**src/rtl/sysreg_route_pkg.sv**
```systemverilog
package sysreg_route_pkg;
  localparam int KIND_W   = 6;
  localparam int K_LOW    = 0;
  localparam int K_HIGH   = 1;
  localparam int K_REDIR  = 2;
  localparam int K_TRAP   = 3;
  localparam int K_UNDEF  = 4;
  localparam int K_NOHIT  = 5;

  typedef logic [KIND_W-1:0] kind_t;

  typedef enum logic [1:0] {
    AL_NATIVE = 2'd0,
    AL_CROSS  = 2'd1,
    AL_HIGH   = 2'd2,
    AL_NONE   = 2'd3
  } alias_e;

  typedef struct packed {
    logic nest;
    logic nest_alt;
    logic nest_mem;
    logic host_ext;
    logic l2_on;
    logic l2_narrow;
  } virt_ctl_t;
endpackage

```
**src/rtl/sr_alias_decode.sv**
```systemverilog
module sr_alias_decode #(
  parameter int GRP_W   = 2,
  parameter int OPA_W   = 3,
  parameter int CR_W    = 4,
  parameter int OPB_W   = 3,
  parameter logic [GRP_W-1:0] GRP_VAL   = 2'd3,
  parameter logic [CR_W-1:0]  MAJOR_VAL = 4'd4,
  parameter logic [CR_W-1:0]  MINOR_VAL = 4'd0,
  parameter logic [OPB_W-1:0] OPB_VAL   = 3'd0,
  parameter logic [OPA_W-1:0] OPA_NATIVE = 3'd0,
  parameter logic [OPA_W-1:0] OPA_CROSS  = 3'd5,
  parameter logic [OPA_W-1:0] OPA_HIGH   = 3'd4
) (
  input  logic [GRP_W-1:0] grp,
  input  logic [OPA_W-1:0] opa,
  input  logic [CR_W-1:0]  major,
  input  logic [CR_W-1:0]  minor,
  input  logic [OPB_W-1:0] opb,
  output sysreg_route_pkg::alias_e sel
);
  import sysreg_route_pkg::*;

  localparam int NUM_ALIAS = 3;
  localparam logic [OPA_W-1:0] OPA_TAB [NUM_ALIAS] = '{OPA_NATIVE, OPA_CROSS, OPA_HIGH};

  logic                 base_hit;
  logic [NUM_ALIAS-1:0] hit;

  assign base_hit = (grp == GRP_VAL) && (major == MAJOR_VAL) &&
                    (minor == MINOR_VAL) && (opb == OPB_VAL);

  for (genvar gi = 0; gi < NUM_ALIAS; gi++) begin : g_alias
    assign hit[gi] = base_hit && (opa == OPA_TAB[gi]);
  end

  always_comb begin
    sel = AL_NONE;
    if (hit[0])      sel = AL_NATIVE;
    else if (hit[1]) sel = AL_CROSS;
    else if (hit[2]) sel = AL_HIGH;
  end
endmodule

```
**src/rtl/sr_access_policy.sv**
```systemverilog
module sr_access_policy (
  input  sysreg_route_pkg::alias_e    sel,
  input  logic [1:0]                  priv,
  input  sysreg_route_pkg::virt_ctl_t ctl,
  output sysreg_route_pkg::kind_t     kind
);
  import sysreg_route_pkg::*;

  logic all_nest;
  logic mem_only;

  assign all_nest = ctl.nest_mem && ctl.nest_alt && ctl.nest;
  assign mem_only = ctl.nest_mem && !ctl.nest_alt && ctl.nest;

  always_comb begin
    kind = '0;
    if (sel == AL_NONE) begin
      kind[K_NOHIT] = 1'b1;
    end else if (priv == 2'd0) begin
      kind[K_UNDEF] = 1'b1;
    end else begin
      case (sel)
        AL_NATIVE: begin
          if (priv == 2'd1) begin
            if (ctl.l2_on && !ctl.nest_mem && ctl.nest_alt)
              kind[K_TRAP] = 1'b1;
            else if (ctl.l2_on && !ctl.l2_narrow && all_nest)
              kind[K_REDIR] = 1'b1;
            else
              kind[K_LOW] = 1'b1;
          end else if (priv == 2'd2 && ctl.host_ext) begin
            kind[K_HIGH] = 1'b1;
          end else begin
            kind[K_LOW] = 1'b1;
          end
        end
        AL_CROSS: begin
          if (priv == 2'd1) begin
            if (ctl.l2_on && mem_only)
              kind[K_REDIR] = 1'b1;
            else if (ctl.l2_on && ctl.nest)
              kind[K_TRAP] = 1'b1;
            else
              kind[K_UNDEF] = 1'b1;
          end else if (ctl.l2_on && ctl.host_ext) begin
            kind[K_LOW] = 1'b1;
          end else begin
            kind[K_UNDEF] = 1'b1;
          end
        end
        AL_HIGH: begin
          if (priv == 2'd1) begin
            if (ctl.l2_on && ctl.nest_mem && ctl.nest)
              kind[K_LOW] = 1'b1;
            else if (ctl.l2_on && ctl.nest)
              kind[K_TRAP] = 1'b1;
            else
              kind[K_UNDEF] = 1'b1;
          end else begin
            kind[K_HIGH] = 1'b1;
          end
        end
        default: kind[K_NOHIT] = 1'b1;
      endcase
    end
  end
endmodule

```
**src/rtl/sr_result_reg.sv**
```systemverilog
module sr_result_reg #(
  parameter int OFS_W   = 12,
  parameter int CLASS_W = 6,
  parameter logic [OFS_W-1:0]   REDIR_OFS  = 12'h160,
  parameter logic [CLASS_W-1:0] TRAP_CLASS = 6'h18
) (
  input  logic                    clk,
  input  logic                    rst_n,
  input  logic                    in_valid,
  input  logic                    in_write,
  input  sysreg_route_pkg::kind_t in_kind,
  output logic                    out_valid,
  output logic                    out_write,
  output sysreg_route_pkg::kind_t out_kind,
  output logic                    out_high,
  output logic [OFS_W-1:0]        out_offset,
  output logic [CLASS_W-1:0]      out_class
);
  import sysreg_route_pkg::*;

  logic               valid_d;
  logic               write_d;
  kind_t              kind_d;
  logic [OFS_W-1:0]   ofs_d;
  logic [CLASS_W-1:0] cls_d;
  logic               upd_en;

  assign upd_en = in_valid || out_valid;

  always_comb begin
    valid_d = in_valid;
    write_d = in_valid && in_write;
    kind_d  = in_valid ? in_kind : '0;
    ofs_d   = (in_valid && in_kind[K_REDIR]) ? REDIR_OFS : '0;
    cls_d   = (in_valid && in_kind[K_TRAP]) ? TRAP_CLASS : '0;
  end

  always_ff @(posedge clk or negedge rst_n) begin
    if (!rst_n) begin
      out_valid  <= 1'b0;
      out_write  <= 1'b0;
      out_kind   <= '0;
      out_offset <= '0;
      out_class  <= '0;
    end else if (upd_en) begin
      out_valid  <= valid_d;
      out_write  <= write_d;
      out_kind   <= kind_d;
      out_offset <= ofs_d;
      out_class  <= cls_d;
    end
  end

  assign out_high = out_kind[K_HIGH];
endmodule

```
**src/rtl/sysreg_route.sv**
```systemverilog
module sysreg_route #(
  parameter int OFS_W   = 12,
  parameter int CLASS_W = 6,
  parameter logic [OFS_W-1:0]   REDIR_OFS  = 12'h160,
  parameter logic [CLASS_W-1:0] TRAP_CLASS = 6'h18
) (
  input  logic               clk,
  input  logic               rst_n,
  input  logic               req_valid,
  input  logic               req_write,
  input  logic [1:0]         req_grp,
  input  logic [2:0]         req_opa,
  input  logic [3:0]         req_major,
  input  logic [3:0]         req_minor,
  input  logic [2:0]         req_opb,
  input  logic [1:0]         req_priv,
  input  logic               ctl_nest,
  input  logic               ctl_nest_alt,
  input  logic               ctl_nest_mem,
  input  logic               ctl_host_ext,
  input  logic               lvl2_on,
  input  logic               lvl2_narrow,
  output logic               res_valid,
  output logic               res_write,
  output logic [5:0]         res_kind,
  output logic               res_tgt_high,
  output logic [OFS_W-1:0]   res_offset,
  output logic [CLASS_W-1:0] res_class
);
  import sysreg_route_pkg::*;

  logic [1:0] rst_pipe;
  logic       rst_int_n;
  alias_e     sel;
  virt_ctl_t  ctl;
  kind_t      kind_c;

  always_ff @(posedge clk or negedge rst_n) begin
    if (!rst_n) rst_pipe <= 2'b00;
    else        rst_pipe <= {rst_pipe[0], 1'b1};
  end
  assign rst_int_n = rst_pipe[1];

  assign ctl = '{nest: ctl_nest, nest_alt: ctl_nest_alt, nest_mem: ctl_nest_mem,
                 host_ext: ctl_host_ext, l2_on: lvl2_on, l2_narrow: lvl2_narrow};

  sr_alias_decode u_decode (
    .grp   (req_grp),
    .opa   (req_opa),
    .major (req_major),
    .minor (req_minor),
    .opb   (req_opb),
    .sel   (sel)
  );

  sr_access_policy u_policy (
    .sel  (sel),
    .priv (req_priv),
    .ctl  (ctl),
    .kind (kind_c)
  );

  sr_result_reg #(
    .OFS_W(OFS_W), .CLASS_W(CLASS_W), .REDIR_OFS(REDIR_OFS), .TRAP_CLASS(TRAP_CLASS)
  ) u_result (
    .clk        (clk),
    .rst_n      (rst_int_n),
    .in_valid   (req_valid),
    .in_write   (req_write),
    .in_kind    (kind_c),
    .out_valid  (res_valid),
    .out_write  (res_write),
    .out_kind   (res_kind),
    .out_high   (res_tgt_high),
    .out_offset (res_offset),
    .out_class  (res_class)
  );
endmodule

```
**config.mk**
```make
export PLATFORM = sky130hd
export DESIGN_NAME = sysreg_route
export DESIGN_NICKNAME = d
export VERILOG_FILES = /design/src/rtl/sysreg_route_pkg.sv /design/src/rtl/sr_alias_decode.sv /design/src/rtl/sr_access_policy.sv /design/src/rtl/sr_result_reg.sv /design/src/rtl/sysreg_route.sv
export SDC_FILE = /design/constraint.sdc
export NUM_CORES = 1
export LEC_CHECK = 0
export BUFFER_PORTS_ARGS = -buffer_cell sky130_fd_sc_hd__buf_2
export CORE_ASPECT_RATIO = 0.7
export CORE_MARGIN = 4
export CORE_UTILIZATION = 40
export CTS_CLUSTER_SIZE = 14
export DETAILED_ROUTE_END_ITERATION = 6
export GPL_TIMING_DRIVEN = 0
export PLACE_DENSITY_LB_ADDON = 0.05
export SLEW_MARGIN = 25
export SYNTH_ARGS = -nofsm -noshare
export SYNTH_HDL_FRONTEND = slang
export SYNTH_SLANG_ARGS = --single-unit
```
**constraint.sdc**
```tcl
create_clock -name clk -period 0.8 [get_ports clk]
set_input_delay 0.12 -clock clk [delete_from_list [all_inputs] [get_ports clk]]
set_output_delay 0.12 -clock clk [all_outputs]
set_load 0.01 [all_outputs]
```
==> results of run 1 <==
==> metrics by stage <==
step | total power, mW | instance area (um^2)
global placement | 0.775 | 1100
detailed placement | 0.782 | 1100
floorplan | 0.669 | 868
global route | 1.21 | 1360
CTS | 1.13 | 1300
finish | 1.14 | 1360
==> power groups by stage <==
stage                     clock network [mW]  logic [mW]  registers (mW)
after floorplan                            0       0.122           0.547
after global placement                     0       0.231           0.544
after detailed placement                   0       0.237           0.545
after CTS                              0.331       0.259           0.535
after global routing                   0.366       0.309           0.538
final                                  0.318       0.285           0.536
==> Yosys cell counts (2+ instances only) <==
cell type | count | area (um^2)
nand2_1 | 10 | 37.5
conb_1 | 2 | 7.51
dfrtp_1 | 10 | 250
buf_4 | 19 | 143
nor2_1 | 5 | 18.8
nor3_1 | 3 | 15.0
a21oi_1 | 3 | 15.0
nand3_1 | 4 | 20.0
ha_1 | 6 | 75.1
a22o_1 | 2 | 17.5
nor4_1 | 2 | 12.5
o211ai_1 | 2 | 15.0
o21ai_1 | 3 | 15.0
inv_1 | 5 | 18.8
==> worst max path at each step <==
stage                            endpoint  slack [ns]  cells past startpoint
floorplan            u_result.out_kind[4]       -0.81                      8
global placement     u_result.out_kind[0]       -1.08                      9
detailed placement   u_result.out_kind[0]       -1.10                      9
CTS                  u_result.out_kind[0]       -0.74                      9
global route        u_result.out_class[3]       -0.92                     10
finish               u_result.out_kind[0]       -0.81                      9
==> worst max-delay path, delay by kind of cell <==
kind / cells / cell delay, ns
buffers and inverters: 1 / 0.10
and+or+nand+nor: 4 / 0.98
AOI/OAI and AO/OA: 3 / 0.41
adders and majority gates: 1 / 0.20
==> flip-flops by register name, summed over array words and instances, names as in the netlist <==
| name | count |
|---|---|
| rst_pipe | 2 |
| u_result.out_class | 1 |
| u_result.out_kind | 4 |
| u_result.out_offset | 1 |
| u_result.out_valid | 1 |
| u_result.out_write | 1 |
==> area by class of cell <==
cell class	count	area [um^2]
clock buffer	3	22.5
inverter	5	18.8
sequential	10	250
multi-input combinational	69	520
buffer	20	169
fill	141	507
timing repair buffer	51	355
tap	22	27.5
==> logic make-up (layout without fill, tap and decap cells) <==
family | count (synthesis) | in the layout | synth area share
and+or+nand+nor | 30 | 30 | 0.192
buffers and inverters | 25 | 79 | 0.207
AOI/OAI and AO/OA | 17 | 17 | 0.154
DFF | 10 | 10 | 0.314
adders and majority gates | 6 | 6 | 0.0942
other | 2 | 14 | 0.00942
xor gates and xnor gates | 1 | 1 | 0.0110
muxes | 1 | 1 | 0.0188
==> metal layers <==
metal / up-vias / routed length (um) / part of all wire / track usage
met3: 2 / 278 / 0.12 / 0.0686
met4: 0 / 3 / 0.0013 / 0.0254
met5: - / 0 / 0 / 0
li1: 421 / - / - / -
met2: 63 / 1280 / 0.54 / 0.331
met1: 404 / 819 / 0.34 / 0.190
==> repair_timing <==
item / 4_1_cts / 5_1_grt
endpoints found under the hold margin: 2 / 0
gates resized for setup: 24 / 9
endpoints found under the setup margin: 20 / 21
setup buffers: 7 / 2
hold buffers: 1 / 0
pin swaps: 9 / 3
==> impl_metrics.json, run 1 <==
{
  "status": "finished, violations left",
  "violations": "setup timing",
  "firstDrtPassIters": 5,
  "worst_slack_ns": -0.805,
  "row_count": 13,
  "yosysWarnings": 0,
  "setup_viol": 20,
  "path_class": "input pin to flip-flop",
  "startpoint_type": "input pin",
  "maxCapViolations": 0,
  "vias_per_cell": 4.94,
  "core_um2": 1870,
  "cts_tree": "yes",
  "ant_nets": 0,
  "r2r_cells": 2,
  "portBuffers": 41,
  "antenna_found_initial": 0,
  "drc": 0,
  "fin_util": 0.729,
  "cpPeakStageDelay_ns": 0.33,
  "diodes": 0,
  "hold_end": "u_result.out_write",
  "synth_edf_count": 0,
  "power.share.combinational": 0.250,
  "ys_seq_elements": 10,
  "hold_viol_final": 0,
  "synth_cell_type_count": 30,
  "arrival_ns": 1.80,
  "routedWlPerCell_um": 13.2,
  "fin_setup_tns_ns": -6.87,
  "cp.required_ns": 1.00,
  "post-place-ws_ns": -1.10,
  "clock-sinks": 10,
  "power_density_nw_per_um2": 835,
  "grt_max_degree": 9,
  "end_kind": "flip-flop",
  "first_global_vias": 775,
  "power_frac_seq": 0.470,
  "die-area_um2": 2780,
  "clk_root_buffer_cell": "clkbuf_4",
  "clk_pin_slew_ns": 0.06,
  "clock_skew_ns": 0.00374,
  "hold_path_depth": 2,
  "p_leak_nw": 0.693,
  "worst_hold_slack_ns": 0.0916,
  "drive_gt1_frac": 0.570,
  "rsz0062_at_grt": "yes",
  "p_int_uw": 842,
  "synthFlopType": "dfrtp_1",
  "hpwl_um": 1660,
  "rrSetupSlack_ns": -0.10,
  "vias": 890,
  "synthToLayoutAreaGrowth_pct": 71.1,
  "ir_drop_mv": 0.671,
  "yosysSeqAreaShare": 0.314,
  "dpl.cell_count": 167,
  "syn_inst": 92,
  "cp_cell_sequence": "buf_6, nor4bb_4, and4b_2, nand3_4, ha_4, and2b_2, o211ai_1, a41oi_1, a211o_1",
  "crit_fanout": 5,
  "fin_cells": 180,
  "syn_avg_cell_area_um2": 8.66,
  "power.switching_uw": 297,
  "worst_hold_path_type": "input pin to flip-flop",
  "layout_commonest_cell": "buf_2",
  "clkPwrFrac": 0.280,
  "finalCritPeriodShare": 2.01,
  "async_flop_share": 1.00,
  "die_h_um": 45.3,
  "min_from": "req_write",
  "clockBufferDepth": 2,
  "r2r-start": "u_result.out_valid",
  "cts_buffers": 3,
  "grt_overflow_total": 0,
  "h-tree-depth": 1,
  "clock_latency_ns": 0.25,
  "drt_iter0_drc": 16,
  "post-route-min-period_ns": 1.61,
  "die_w_um": 61.4,
  "grt_pass1_wl_um": 3530,
  "start_util": 0.426,
  "io_pins": 55,
  "switching_share": 0.261,
  "cp_slowest_cell": "and4b_2",
  "gp_congestion": 0.790,
  "final_net_count": 194,
  "drv_slew": 0,
  "mostFrequentLayoutCells": "buf_2, buf_4, buf_6, conb_1, dfrtp_1",
  "routed_wirelength_um": 2380,
  "netlist_area_um2": 797,
  "r2r_end": "u_result.out_kind[4]",
  "critical_path.startpoint": "req_major[3]",
  "track_usage": 0.176,
  "fmax_ghz": 0.623
}
Note: power is estimated with default switching activity, not from simulation.
==> inputs of run 2 (changes only) <==
--- a/config.mk
+++ b/config.mk
@@ -5,6 +5,7 @@
 export SDC_FILE = /design/constraint.sdc
 export NUM_CORES = 1
 export LEC_CHECK = 0
+export ABC_AREA = 1
 export BUFFER_PORTS_ARGS = -buffer_cell sky130_fd_sc_hd__buf_2
 export CORE_ASPECT_RATIO = 0.7
 export CORE_MARGIN = 4
==> impl_metrics.json, run 2 <==
{
  "status": "finished, violations left",
  "clock-sinks": 10,
  "synth.top_cells.by_count": "nand2_1, buf_4, nor2_1",
  "diodes": 0,
  "dpl.cell_count": 194,
  "hpwl_um": 1730,
  "routed_wirelength_um": 2580,
  "largest_register": "u_result.out_kind",
  "finalPower_mw": 1.32,
  "portBuffers": 41,
  "clock_latency_ns": 0.29,
  "ir_drop_mv": 0.718,
  "ant_nets": 0,
  "yosys.area.top_type_share": 0.289,
  "ys_seq_elements": 10,
  "synthFlopType": "dfrtp_1",
  "yosysSeqAreaShare": 0.289,
  "synth_top_area_cell": "dfrtp_1",
  "cp_slowest_cell": "or2_1",
  "synth_edf_count": 0,
  "first_global_vias": 922,
  "yosysMostFrequentCell": "nand2_1",
  "grt_overflow_total": 0,
  "mostFrequentLayoutCells": "buf_2, nand2_1, buf_4, buf_6, conb_1",
  "top_regs": "u_result.out_kind x4, rst_pipe x2",
  "path_buf_inv": 2,
  "cpMostUsedCell": "nand2_1",
  "routedWlPerCell_um": 12.4,
  "row_count": 13,
  "rsz0062_at_grt": "yes",
  "core_um2": 1950,
  "arrival_ns": 1.51,
  "fmax_ghz": 0.782,
  "startpoint_type": "input pin",
  "routed-wl-met3_um": 236,
  "firstDrtPassIters": 4,
  "drv_slew": 0,
  "yosysWarnings": 0,
  "fin_setup_tns_ns": -5.65,
  "hold_viol_final": 0,
  "synth_cell_type_count": 24,
  "netlist_area_um2": 867,
  "cp_top_family": "simple AND/OR/NAND/NOR gates",
  "drive_gt1_frac": 0.561,
  "wl_met2_um": 1260,
  "highest_layer": "met4",
  "cp.required_ns": 1.03,
  "violations": "setup timing",
  "fillers": 136,
  "synth.area.top_cells": "dfrtp_1, buf_4, nand2_1",
  "cpPeakStageDelay_ns": 0.22,
  "post-route-min-period_ns": 1.28,
  "async_flop_share": 1.00,
  "final_net_count": 222,
  "worst_hold_slack_ns": 0.0957,
  "cp_cell_sequence": "buf_6, or2_1, nor2_2, nand3b_1, inv_2, ha_4, nand2_4, nor2_2, a21oi_1, nand2_1, nand2_1, nand2_1",
  "layout_commonest_cell": "buf_2",
  "crit_fanout": 5,
  "fin_cells": 209,
  "drt_iter0_drc": 35,
  "met1_length_um": 951,
  "die-area_um2": 2990,
  "cts_buffers": 3,
  "setup_viol": 21,
  "maxCapViolations": 0,
  "seq_area_um2": 250,
  "start_util": 0.444,
  "antenna_found_initial": 0,
  "h-tree-depth": 1,
  "largest_reg_flops": 4,
  "worst_slack_ns": -0.479,
  "clk_pin_slew_ns": 0.09,
  "drc": 0,
  "grt_pass1_wl_um": 3740,
  "finalCritPeriodShare": 1.60,
  "power_density_nw_per_um2": 894,
  "post-place-ws_ns": -0.833,
  "clock_skew_ns": 0.0178,
  "p_leak_nw": 0.792,
  "die_w_um": 63.7,
  "syn_inst": 119,
  "gp_congestion": 0.764,
  "rrSetupSlack_ns": -0.03,
  "syn_avg_cell_area_um2": 7.29,
  "io_pins": 55,
  "grt_max_degree": 9,
  "cts_tree": "yes",
  "vias_per_cell": 4.61,
  "clk_root_buffer_cell": "clkbuf_4",
  "clockBufferDepth": 2,
  "track_usage": 0.168,
  "synthToLayoutAreaGrowth_pct": 69.7,
  "worst_hold_path_type": "input pin to flip-flop",
  "die_h_um": 47.0,
  "vias": 963,
  "multi_input_area_um2": 581,
  "path_class": "input pin to flip-flop",
  "end_kind": "flip-flop"
}
==> run 2: changes by cell type in the layout (fill, tap and decap cells not counted), sizes merged, moves of 2 or more <==
cell | previous run | this run
nor4 | 2 | 0
nand2 | 10 | 29
inv | 5 | 14
nand3 | 4 | 6
o211ai | 2 | 0
nor2b | 2 | 0
nor2 | 5 | 18
nor3 | 3 | 0
==> run 2: where the power goes <==
group,switching [mW],internal (mW),total [mW]
Clock,0.215,0.277,0.492
Sequential,0.0173,0.520,0.537
Combinational,0.146,0.139,0.285
Total,0.379,0.936,1.32
==> run 2: layer usage <==
| metal | up-vias | global-route usage |
|---|---|---|
| li1 | 467 | - |
| met1 | 420 | 0.164 |
| met2 | 59 | 0.311 |
| met3 | 17 | 0.0598 |
| met4 | 0 | 0.124 |
| met5 | - | 0 |
==> run 2: timing repair <==
action                                 4_1_cts  5_1_grt
gates resized for setup                     29       13
endpoints found under the hold margin        2        0
setup buffers                                7        3
pin swaps                                    8        8
setup endpoints to repair                   21       21
hold buffers                                 1        0
==> run 2: logic make-up after synthesis <==
kind of cell             after synthesis  share of synthesized area
other                                  2                    0.00866
XOR/XNOR                               1                     0.0101
adder cells (fa/ha/maj)                6                     0.0866
flip-flops                            10                      0.289
AND/OR/NAND/NOR                       56                      0.307
buffers and inverters                 34                      0.229
AO/OA/AOI/OAI                         10                     0.0693
==> run 2: final timing paths <==
check,from,end,depth (start not counted)
hold / removal,req_write,u_result.out_write,2
setup reg to reg,u_result.out_valid,u_result.out_write,2
hold reg to reg,rst_pipe[1],u_result.out_class[3],0
setup / recovery,req_minor[1],u_result.out_kind[0],12
min in group asynchronous,rst_n,rst_pipe[1],2
max in group asynchronous,rst_pipe[1],u_result.out_valid,0
==> run 2: cell type report <==
| type | count | share of cell area |
|---|---|---|
| Buffer | 20 | 0.115 |
| Clock buffer | 4 | 0.0247 |
| Inverter | 14 | 0.0374 |
| Multi-Input combinational cell | 87 | 0.395 |
| Sequential cell | 10 | 0.170 |
| Tap cell | 22 | 0.0187 |
| Timing Repair Buffer | 52 | 0.240 |
==> run 2: metrics by stage <==
stage | cell area, um^2 | utilization
floorplan | 920 | -
global placement | 1150 | 0.590
detailed placement | 1150 | 0.590
CTS | 1380 | 0.709
global route | 1470 | 0.754
finish | 1470 | 0.754
==> inputs of run 3 (changes only) <==
--- a/config.mk
+++ b/config.mk
@@ -13,8 +13,10 @@
 export CTS_CLUSTER_SIZE = 14
 export DETAILED_ROUTE_END_ITERATION = 6
 export GPL_TIMING_DRIVEN = 0
+export HOLD_SLACK_MARGIN = 0.08
 export PLACE_DENSITY_LB_ADDON = 0.05
 export SLEW_MARGIN = 25
 export SYNTH_ARGS = -nofsm -noshare
 export SYNTH_HDL_FRONTEND = slang
+export SYNTH_HIERARCHICAL = 1
 export SYNTH_SLANG_ARGS = --single-unit
==> impl_metrics.json, run 3 <==
{
  "status": "finished, violations left",
  "violations": "setup timing",
  "start_util": 0.445,
  "yosysMostFrequentCell": "nand2_1",
  "routed_wirelength_um": 2210,
  "die_h_um": 47.0,
  "io_pins": 55,
  "hpwl_um": 1650,
  "synth_top_area_cell": "dfrtp_1",
  "drive_gt1_frac": 0.516,
  "firstDrtPassIters": 4,
  "dpl.cell_count": 203,
  "clockBufferDepth": 2,
  "cpPeakStageDelay_ns": 0.17,
  "largest_reg_flops": 6,
  "h-tree-depth": 1,
  "startpoint_type": "input pin",
  "cpMostUsedCell": "nand2_1",
  "ant_nets": 0,
  "power.share.combinational": 0.270,
  "path_class": "input pin to flip-flop",
  "layout_commonest_cell": "nand2_1",
  "yosys.area_share.simple": 0.369,
  "synth_top_family_by_area": "simple AND/OR/NAND/NOR gates",
  "synth-xor-area-share": 0,
  "synth_cell_type_count": 20,
  "gp_congestion": 0.801,
  "power_frac_seq": 0.450,
  "clock_skew_ns": 0.00513,
  "first_global_vias": 809,
  "syn_avg_cell_area_um2": 6.73,
  "async_flop_share": 1.00,
  "clk_pin_slew_ns": 0.06,
  "maxCapViolations": 0,
  "syn_inst": 129,
  "synth_edf_count": 0,
  "track_usage": 0.144,
  "hold_viol_final": 0,
  "top_regs": "u_result/out_kind x6, rst_pipe x2",
  "multi_input_area_um2": 579,
  "cts_tree": "yes",
  "ys_seq_elements": 10,
  "yosys.area.top_type_share": 0.288,
  "drt_iter0_drc": 23,
  "routedWlPerCell_um": 10.3,
  "antenna_found_initial": 0,
  "post-place-ws_ns": -0.709,
  "clock-sinks": 10,
  "power.switching_uw": 325,
  "finalCritPeriodShare": 1.47,
  "end_kind": "flip-flop",
  "row_count": 13,
  "synth-adder-area-share": 0.0576,
  "vias": 932,
  "clk_root_buffer_cell": "clkbuf_4",
  "grt_overflow_total": 0,
  "ir_drop_mv": 0.837,
  "synthToLayoutAreaGrowth_pct": 68.2,
  "diodes": 0,
  "grt_max_degree": 10,
  "cp.required_ns": 1.01,
  "rsz0062_at_grt": "yes",
  "clkPwrFrac": 0.279,
  "power_density_nw_per_um2": 810,
  "mostFrequentLayoutCells": "nand2_1, buf_2, buf_6, buf_4, conb_1",
  "fillers": 163,
  "switching_share": 0.274,
  "drc": 0,
  "worst_hold_path_type": "input pin to flip-flop",
  "p_leak_nw": 0.791,
  "yosysSeqAreaShare": 0.288,
  "setup_viol": 21,
  "post-route-min-period_ns": 1.18,
  "fin_cells": 214,
  "synth.area.top_cells": "dfrtp_1, nand2_1, buf_4",
  "core_um2": 1950,
  "final_net_count": 226,
  "vias_per_cell": 4.36,
  "largest_register": "u_result/out_kind",
  "p_int_uw": 858,
  "drv_slew": 0,
  "worst_slack_ns": -0.375,
  "cts_buffers": 3,
  "crit_fanout": 3,
  "seq_area_um2": 250,
  "cp_cell_sequence": "buf_6, nor2_4, nand2_2, nor2_4, nand3_4, inv_4, ha_4, nand2_1, nand2_1, nand3b_1, a21oi_1, nand2_1, nand2_1",
  "synth_mux_area_frac": 0,
  "portBuffers": 40,
  "arrival_ns": 1.38,
  "die_w_um": 63.7,
  "grt_pass1_wl_um": 3290,
  "synth.top_cells.by_count": "nand2_1, buf_4, nor2_1",
  "cp_slowest_cell": "nor2_4",
  "netlist_area_um2": 868,
  "synthFlopType": "dfrtp_1",
  "clock_latency_ns": 0.26,
  "die-area_um2": 2990,
  "synth_compound_area_frac": 0.0389,
  "fmax_ghz": 0.851,
  "yosysWarnings": 6
}
==> run 3: cell count changes after synthesis, sizes merged, moves of 2 or more <==
cell	before	now
nand2	29	43
a21oi	2	5
nor2	18	21
o21ai	4	1
a22o	2	0
ha	6	4
==> run 3: what timing repair did <==
| action | in CTS | in global routing |
|---|---|---|
| endpoints found under the hold margin | 3 | 0 |
| resized for setup | 33 | 2 |
| hold buffers | 2 | 0 |
| buffers inserted | 4 | 2 |
| setup endpoints to repair | 20 | 21 |
| pin swaps | 19 | 5 |
==> run 3: final timing paths <==
check,to,cells after the start,start,slack [ns]
max,u_result/out_kind[3],13,req_opb[0],-0.38
min reg2reg,u_result/out_valid,0,rst_pipe[1],0.12
max reg2reg,u_result/out_kind[1],4,u_result/out_kind[1],-0.06
min,u_result/out_valid,2,req_valid,0.11
max in group asynchronous,u_result/out_write,0,rst_pipe[1],0.43
min in group asynchronous,u_result/out_valid,0,rst_pipe[1],0.12
==> run 3: power by group through the flow <==
stage | combinational (mW) | clock [mW] | sequential, mW
2_1_floorplan | 0.156 | 0 | 0.549
3_3_place_gp | 0.255 | 0 | 0.545
3_5_place_dp | 0.262 | 0 | 0.545
4_1_cts | 0.312 | 0.332 | 0.533
5_1_grt | 0.351 | 0.380 | 0.534
6_report | 0.320 | 0.331 | 0.533
==> run 3: area by class of cell <==
type	count	area share
multi-input cells	97	0.397
well taps	22	0.0189
flip-flops and latches	10	0.171
plain buffers	21	0.123
repair buffers	48	0.237
inverters	13	0.0368
clock buffers	3	0.0154
==> run 3: logic make-up after synthesis <==
logic type	count (synthesis)
flops	10
compound gates	6
fa+ha+maj	4
other cells	2
buf+inv	34
simple gates	73
==> run 3: metrics by stage <==
step	instance area (um^2)	util	TNS (ns)	power (mW)	hold slack [ns]
after floorplan	981	-	-2.21	0.704	-0.176
after global placement	1210	0.619	-3.49	0.800	-0.0950
after detailed placement	1210	0.619	-3.92	0.807	-0.0935
after CTS	1440	0.735	-4.06	1.18	0.110
after global routing	1460	0.748	-5.31	1.27	0.0917
final	1460	0.748	-4.24	1.18	0.107
==> run 3: metal layers <==
metal / up-vias / GRT usage / wire, um / share of wire
li1: 483 / - / - / -
met1: 400 / 0.154 / 840 / 0.38
met2: 49 / 0.290 / 1140 / 0.52
met3: 0 / 0.0550 / 226 / 0.10
met4: 0 / 0.0129 / 0 / 0
met5: - / 0 / 0 / 0
==> run 3: critical path: cells and delay by family <==
kind	cells	cell delay, ns
AND/OR/NAND/NOR	9	0.80
adder cells (fa/ha/maj)	1	0.14
AO/OA/AOI/OAI	1	0.13
buffers and inverters	2	0.20
